### src/rtl/cfg_guard_pkg.sv
package cfg_guard_pkg;

  typedef enum logic [1:0] {
    MODE_SINGLE = 2'b00,
    MODE_EXPAND = 2'b01,
    MODE_BOOT   = 2'b10,
    MODE_TEST   = 2'b11
  } op_mode_e;

  localparam int ADDR_W = 6;
  localparam int DATA_W = 8;

  localparam logic [ADDR_W-1:0] OFF_SYSCFG  = 6'h3F;
  localparam logic [ADDR_W-1:0] OFF_MODECTL = 6'h3C;

  // bit positions inside the two registers
  localparam int BIT_WDOG = 2;
  localparam int BIT_ROM  = 1;
  localparam int BIT_SPEC = 1;
  localparam int BIT_IRV  = 0;

endpackage

### src/rtl/cfg_window_ctr.sv
// Counts bus cycles after reset and saturates, so the write window stays shut.
module cfg_window_ctr #(
  parameter int WIN = 64
) (
  input  logic clk,
  input  logic rst,
  input  logic tick,
  output logic open
);
  localparam int CW = $clog2(WIN + 1);
  localparam logic [CW-1:0] LIMIT = CW'(WIN);

  logic [CW-1:0] cnt;

  always_ff @(posedge clk) begin
    if (rst) begin
      cnt <= '0;
    end else if (tick && (cnt != LIMIT)) begin
      cnt <= cnt + 1'b1;
    end
  end

  assign open = (cnt < LIMIT);
endmodule

### src/rtl/cfg_wonce_reg.sv
// One guarded register: a write lands while bypassed, or in the window if not yet used.
module cfg_wonce_reg #(
  parameter int W = 1
) (
  input  logic         clk,
  input  logic         rst,
  input  logic [W-1:0] rst_val,
  input  logic         wr_hit,
  input  logic         bypass,
  input  logic         open,
  input  logic [W-1:0] wdata,
  output logic [W-1:0] q,
  output logic         written
);
  logic take;

  assign take = wr_hit & (bypass | (open & ~written));

  always_ff @(posedge clk) begin
    if (rst) begin
      q       <= rst_val;
      written <= 1'b0;
    end else if (take) begin
      q       <= wdata;
      written <= 1'b1;
    end
  end
endmodule

### src/rtl/cfg_rd_port.sv
// Registered read path; unimplemented bits and offsets return zero.
module cfg_rd_port
  import cfg_guard_pkg::*;
#(
  parameter int              AW       = ADDR_W,
  parameter int              DW       = DATA_W,
  parameter logic [AW-1:0]   CFG_ADDR = OFF_SYSCFG,
  parameter logic [AW-1:0]   CTL_ADDR = OFF_MODECTL
) (
  input  logic          clk,
  input  logic          rst,
  input  logic [AW-1:0] addr,
  input  logic          wdog,
  input  logic          rom,
  input  logic          spec,
  input  logic          irv,
  output logic [DW-1:0] rdata
);
  logic [DW-1:0] nxt;

  always_comb begin
    nxt = '0;
    if (addr == CFG_ADDR) begin
      nxt[BIT_WDOG] = wdog;
      nxt[BIT_ROM]  = rom;
    end else if (addr == CTL_ADDR) begin
      nxt[BIT_SPEC] = spec;
      nxt[BIT_IRV]  = irv;
    end
  end

  always_ff @(posedge clk) begin
    if (rst) rdata <= '0;
    else     rdata <= nxt;
  end
endmodule

### src/rtl/cfg_guard_bank.sv
module cfg_guard_bank
  import cfg_guard_pkg::*;
#(
  parameter int            AW         = ADDR_W,
  parameter int            DW         = DATA_W,
  parameter int            WIN_CYCLES = 64,
  parameter logic [AW-1:0] CFG_ADDR   = OFF_SYSCFG,
  parameter logic [AW-1:0] CTL_ADDR   = OFF_MODECTL
) (
  input  logic          clk,
  input  logic          rst,
  input  logic [1:0]    mode_sel,
  input  logic          bus_ce,
  input  logic          wr_en,
  input  logic [AW-1:0] addr,
  input  logic [DW-1:0] wdata,
  output logic [DW-1:0] rdata,
  output logic          wdog_off,
  output logic          rom_en,
  output logic          irv_en
);
  logic       wr_stb, hit_cfg, hit_ctl;
  logic       spec_q, win_open;
  logic [1:0] sys_q;
  logic [0:0] irv_q;
  logic       cfg_written, ctl_written;
  logic       irv_rst;
  logic       unused_wbits;

  assign wr_stb  = bus_ce & wr_en;
  assign hit_cfg = wr_stb & (addr == CFG_ADDR);
  assign hit_ctl = wr_stb & (addr == CTL_ADDR);
  assign irv_rst = (op_mode_e'(mode_sel) == MODE_TEST);
  assign unused_wbits = ^{wdata[DW-1:BIT_WDOG+1]};

  // special-mode flag: set from the mode at reset, software may only clear it
  always_ff @(posedge clk) begin
    if (rst) begin
      spec_q <= mode_sel[1];
    end else if (hit_ctl && !wdata[BIT_SPEC]) begin
      spec_q <= 1'b0;
    end
  end

  cfg_window_ctr #(.WIN(WIN_CYCLES)) u_win (
    .clk  (clk),
    .rst  (rst),
    .tick (bus_ce),
    .open (win_open)
  );

  cfg_wonce_reg #(.W(2)) u_sys (
    .clk     (clk),
    .rst     (rst),
    .rst_val (2'b01),
    .wr_hit  (hit_cfg),
    .bypass  (spec_q),
    .open    (win_open),
    .wdata   ({wdata[BIT_WDOG], wdata[BIT_ROM]}),
    .q       (sys_q),
    .written (cfg_written)
  );

  cfg_wonce_reg #(.W(1)) u_ctl (
    .clk     (clk),
    .rst     (rst),
    .rst_val (irv_rst),
    .wr_hit  (hit_ctl),
    .bypass  (spec_q),
    .open    (win_open),
    .wdata   (wdata[BIT_IRV]),
    .q       (irv_q),
    .written (ctl_written)
  );

  assign wdog_off = sys_q[1];
  assign rom_en   = sys_q[0];
  assign irv_en   = irv_q[0];

  cfg_rd_port #(
    .AW(AW), .DW(DW), .CFG_ADDR(CFG_ADDR), .CTL_ADDR(CTL_ADDR)
  ) u_rd (
    .clk   (clk),
    .rst   (rst),
    .addr  (addr),
    .wdog  (wdog_off),
    .rom   (rom_en),
    .spec  (spec_q),
    .irv   (irv_en),
    .rdata (rdata)
  );
endmodule

### config.mk
export PLATFORM = sky130hd
export DESIGN_NAME = cfg_guard_bank
export DESIGN_NICKNAME = d
export VERILOG_FILES = /design/src/rtl/cfg_guard_pkg.sv /design/src/rtl/cfg_window_ctr.sv /design/src/rtl/cfg_wonce_reg.sv /design/src/rtl/cfg_rd_port.sv /design/src/rtl/cfg_guard_bank.sv
export SDC_FILE = /design/constraint.sdc
export NUM_CORES = 1
export LEC_CHECK = 0
export CAP_MARGIN = 40
export CORE_UTILIZATION = 37
export CTS_BUF_LIST = sky130_fd_sc_hd__clkbuf_4 sky130_fd_sc_hd__clkbuf_8 sky130_fd_sc_hd__clkbuf_16
export CTS_CLUSTER_DIAMETER = 40
export DETAILED_ROUTE_END_ITERATION = 12
export PLACE_DENSITY_LB_ADDON = 0.25
export SLEW_MARGIN = 20
export SYNTH_ARGS = -nofsm -noshare
export SYNTH_HDL_FRONTEND = slang
export SYNTH_SLANG_ARGS = --single-unit
### constraint.sdc
create_clock -name clk -period 1.32 [get_ports clk]
set_input_delay 0.33 -clock clk [delete_from_list [all_inputs] [get_ports clk]]
set_output_delay 0.33 -clock clk [all_outputs]
set_load 0.1 [all_outputs]
==> impl_metrics.tcl <==
set metrics [dict create \
    status "complete, no violations" \
    cts_buffer_depth 2 \
    num_vias 701 \
    worst_setup_path_start_kind "input pin" \
    synth_area_per_cell_sq_um 9.15 \
    cap_violations 0 \
    area_growth_pct 59.1 \
    routed_wirelength_microns 1650 \
    antennaDiodeCount 0 \
    num_io_pins 31 \
    r2r_slack_ps 50 \
    syn_area_sq_um 768 \
    start_util_pct 39.2 \
    hold_class "in2reg" \
    setup_tns_ps 0 \
    wl_per_cell_microns 11.1 \
    grt_pass1_wl_microns 2550 \
    antenna_left 0 \
    numClockSinks 16 \
    portBuffers 20 \
    crit_path_cell_trace "clkdlybuf4s50_1, nand2_2, nor4b_4, mux2i_1" \
    ys_seq_area_share_pct 44.3 \
    path_buf_inv 1 \
    place.gp.congestion 0.855 \
    crit_family "buffers and inverters" \
    htreeDepth 1 \
    r2r_end "u_win.cnt[0]" \
    viasPerCell 4.70 \
    final.setup_skew_ps 8.00 \
    critical_path_required_ps 1530 \
    yosysTopAreaCellShare_pct 36.5 \
    cts_buffers 3 \
    dpl_worst_slack_ps -431 \
    cpMaxStageDelayCell "clkdlybuf4s50_1" \
    multi_input_area_sq_um 410 \
    timing.final.ws_setup_ps 31.4 \
    n_fill_cell 186 \
    core_area_sq_um 1960 \
    synthCells 84 \
    synthFlopType "dfxtp_1" \
    clock_latency_ps 280 \
    cp_slowest_stage_delay_ps 500 \
    synth-async-reset-ratio_pct 0 \
    die_h_microns 47.6 \
    hpwlAfterDp_microns 1280 \
    drc 0 \
    path_max_fanout 3 \
    cts_root_buffer "clkbuf_4" \
    regArea_sq_um 344 \
    hold_start "addr[1]" \
    synth_area_leaders "dfxtp_1 36%, edfxtp_1 7.8%, buf_4 4.9%" \
    period_share_pct 97.6 \
    antenna_found_initial 0 \
    nets 145 \
    hold_viol 0 \
    min_to "u_rd.rdata[2]" \
    grt.total_usage_pct 16.2 \
    drt_iter0_drc 3 \
    synth_top_area_cell "dfxtp_1" \
    drive_above_1_share_pct 32.0 \
    die-area_sq_um 2260 \
    reg2reg_depth 3 \
    synthDistinctLibCells 30 \
    rsz0062_at_grt "no" \
    finalMaxSlewViolations 0 \
    path_clk_slew_ps 90 \
    fmax_mhz 776 \
    ys_ff_latch 16 \
    fin_util_pct 62.3 \
    synth-edff-count 2 \
    final-setup-viol-count 0 \
    leakage_nw 0.502 \
    end_kind "flop" \
    die_x_microns 47.6 \
    yosys_warnings 0 \
    period_needed_ps 1290 \
    path_class "in2reg" \
    grt_pass1_vias 660 \
    first_pass_iters 3 \
    cp.arrival_ps 1500 \
    final_cell_mix "16 x buf_4, 11 x dfxtp_1, 9 x nor2_1" \
    cts_tree "done" \
    grt.overflow.total 0 \
    power.density_nw_per_um2 874 \
    hold-path-cell-count 3 \
    worst_r2r_startpoint "u_win.cnt[4]" \
    grt_max_degree 10 \
    rows 16 \
    worst_ir_drop_vdd_uv 559 \
    totalPowerFinal_mw 1.07 \
    final_common_cell "buf_4" \
]
metrics by stage:
step                      hold WS [ps]  cells  instance area [sq um]
after floorplan                    442     88                    785
after global placement             453    145                   1160
after detailed placement           465    145                   1160
after CTS                          486    149                   1200
after global routing               415    149                   1220
final                              407    149                   1220
area by class of cell:
cell class / instances / share of cell area [%]
clock buffers: 4 / 2.97
inverters: 5 / 1.54
multi-input cells: 61 / 33.6
flip-flops and latches: 16 / 28.1
well taps: 27 / 2.76
repair buffers: 36 / 31.0
per-layer routing:
layer | track usage, % | wire length, microns
met1 | 17.1 | 698
met2 | 31.0 | 855
met3 | 2.26 | 86
met4 | 8.33 | 14
met5 | 0 | 0
where the power goes:
group / leakage [nW] / total, mW / internal (mW) / switching [mW]
registers: 0.133 / 0.517 / 0.507 / 0.0105
clock network: 0.0210 / 0.322 / 0.168 / 0.154
logic: 0.348 / 0.230 / 0.0902 / 0.140
total: 0.502 / 1.07 / 0.765 / 0.304
cell usage after synthesis, types with 2 or more instances:
cell / number
a21oi_1: 4
and4_1: 2
buf_4: 5
dfxtp_1: 14
edfxtp_1: 2
ha_1: 2
inv_1: 4
mux2i_1: 3
nand2_1: 10
nand3_1: 2
nand4_1: 4
nor2_1: 10
o21ai_0: 2
o21ai_1: 2
or3_1: 2
xor2_1: 2
worst register-to-register path, stage by stage (launching register included):
cell	delay, ps
dfxtp_1	380
nor4_4	310
a31oi_2	150
mux2_1	320
worst max path at each step:
stage,start,endpoint,cells after the start
3_5_place_dp,bus_ce,u_sys.q[1],4
3_3_place_gp,bus_ce,u_sys.q[0],4
4_1_cts,addr[0],u_sys.q[1],5
2_1_floorplan,u_win.cnt[0],u_win.cnt[0],4
5_1_grt,u_win.cnt[0],u_win.cnt[6],5
6_report,wr_en,u_sys.q[1],4
cells by family after synthesis:
kind of cell,count (synthesis),synth area share (%)
and+or+nand+nor,34,24.8
DFF,16,44.3
AOI/OAI and AO/OA,14,11.7
buffers and inverters,11,7.82
muxes,4,5.37
adders and majority gates,2,3.26
xor gates and xnor gates,2,2.28
other,1,0.488
registers in the layout, summed over array words and instances (netlist names):
name	cells
u_rd.rdata	3
spec_q	1
u_sys.written	1
u_sys.q	2
u_ctl.q	1
u_ctl.written	1
u_win.cnt	7
repair_timing:
action / CTS / global route
buffers inserted: 0 / 0
gates cloned: 0 / 0
hold buffers: 0 / 0
gates resized for setup: 10 / 6
pin swaps: 3 / 4
setup endpoints to repair: 9 / 7
Power figures use the tool's default switching activity.
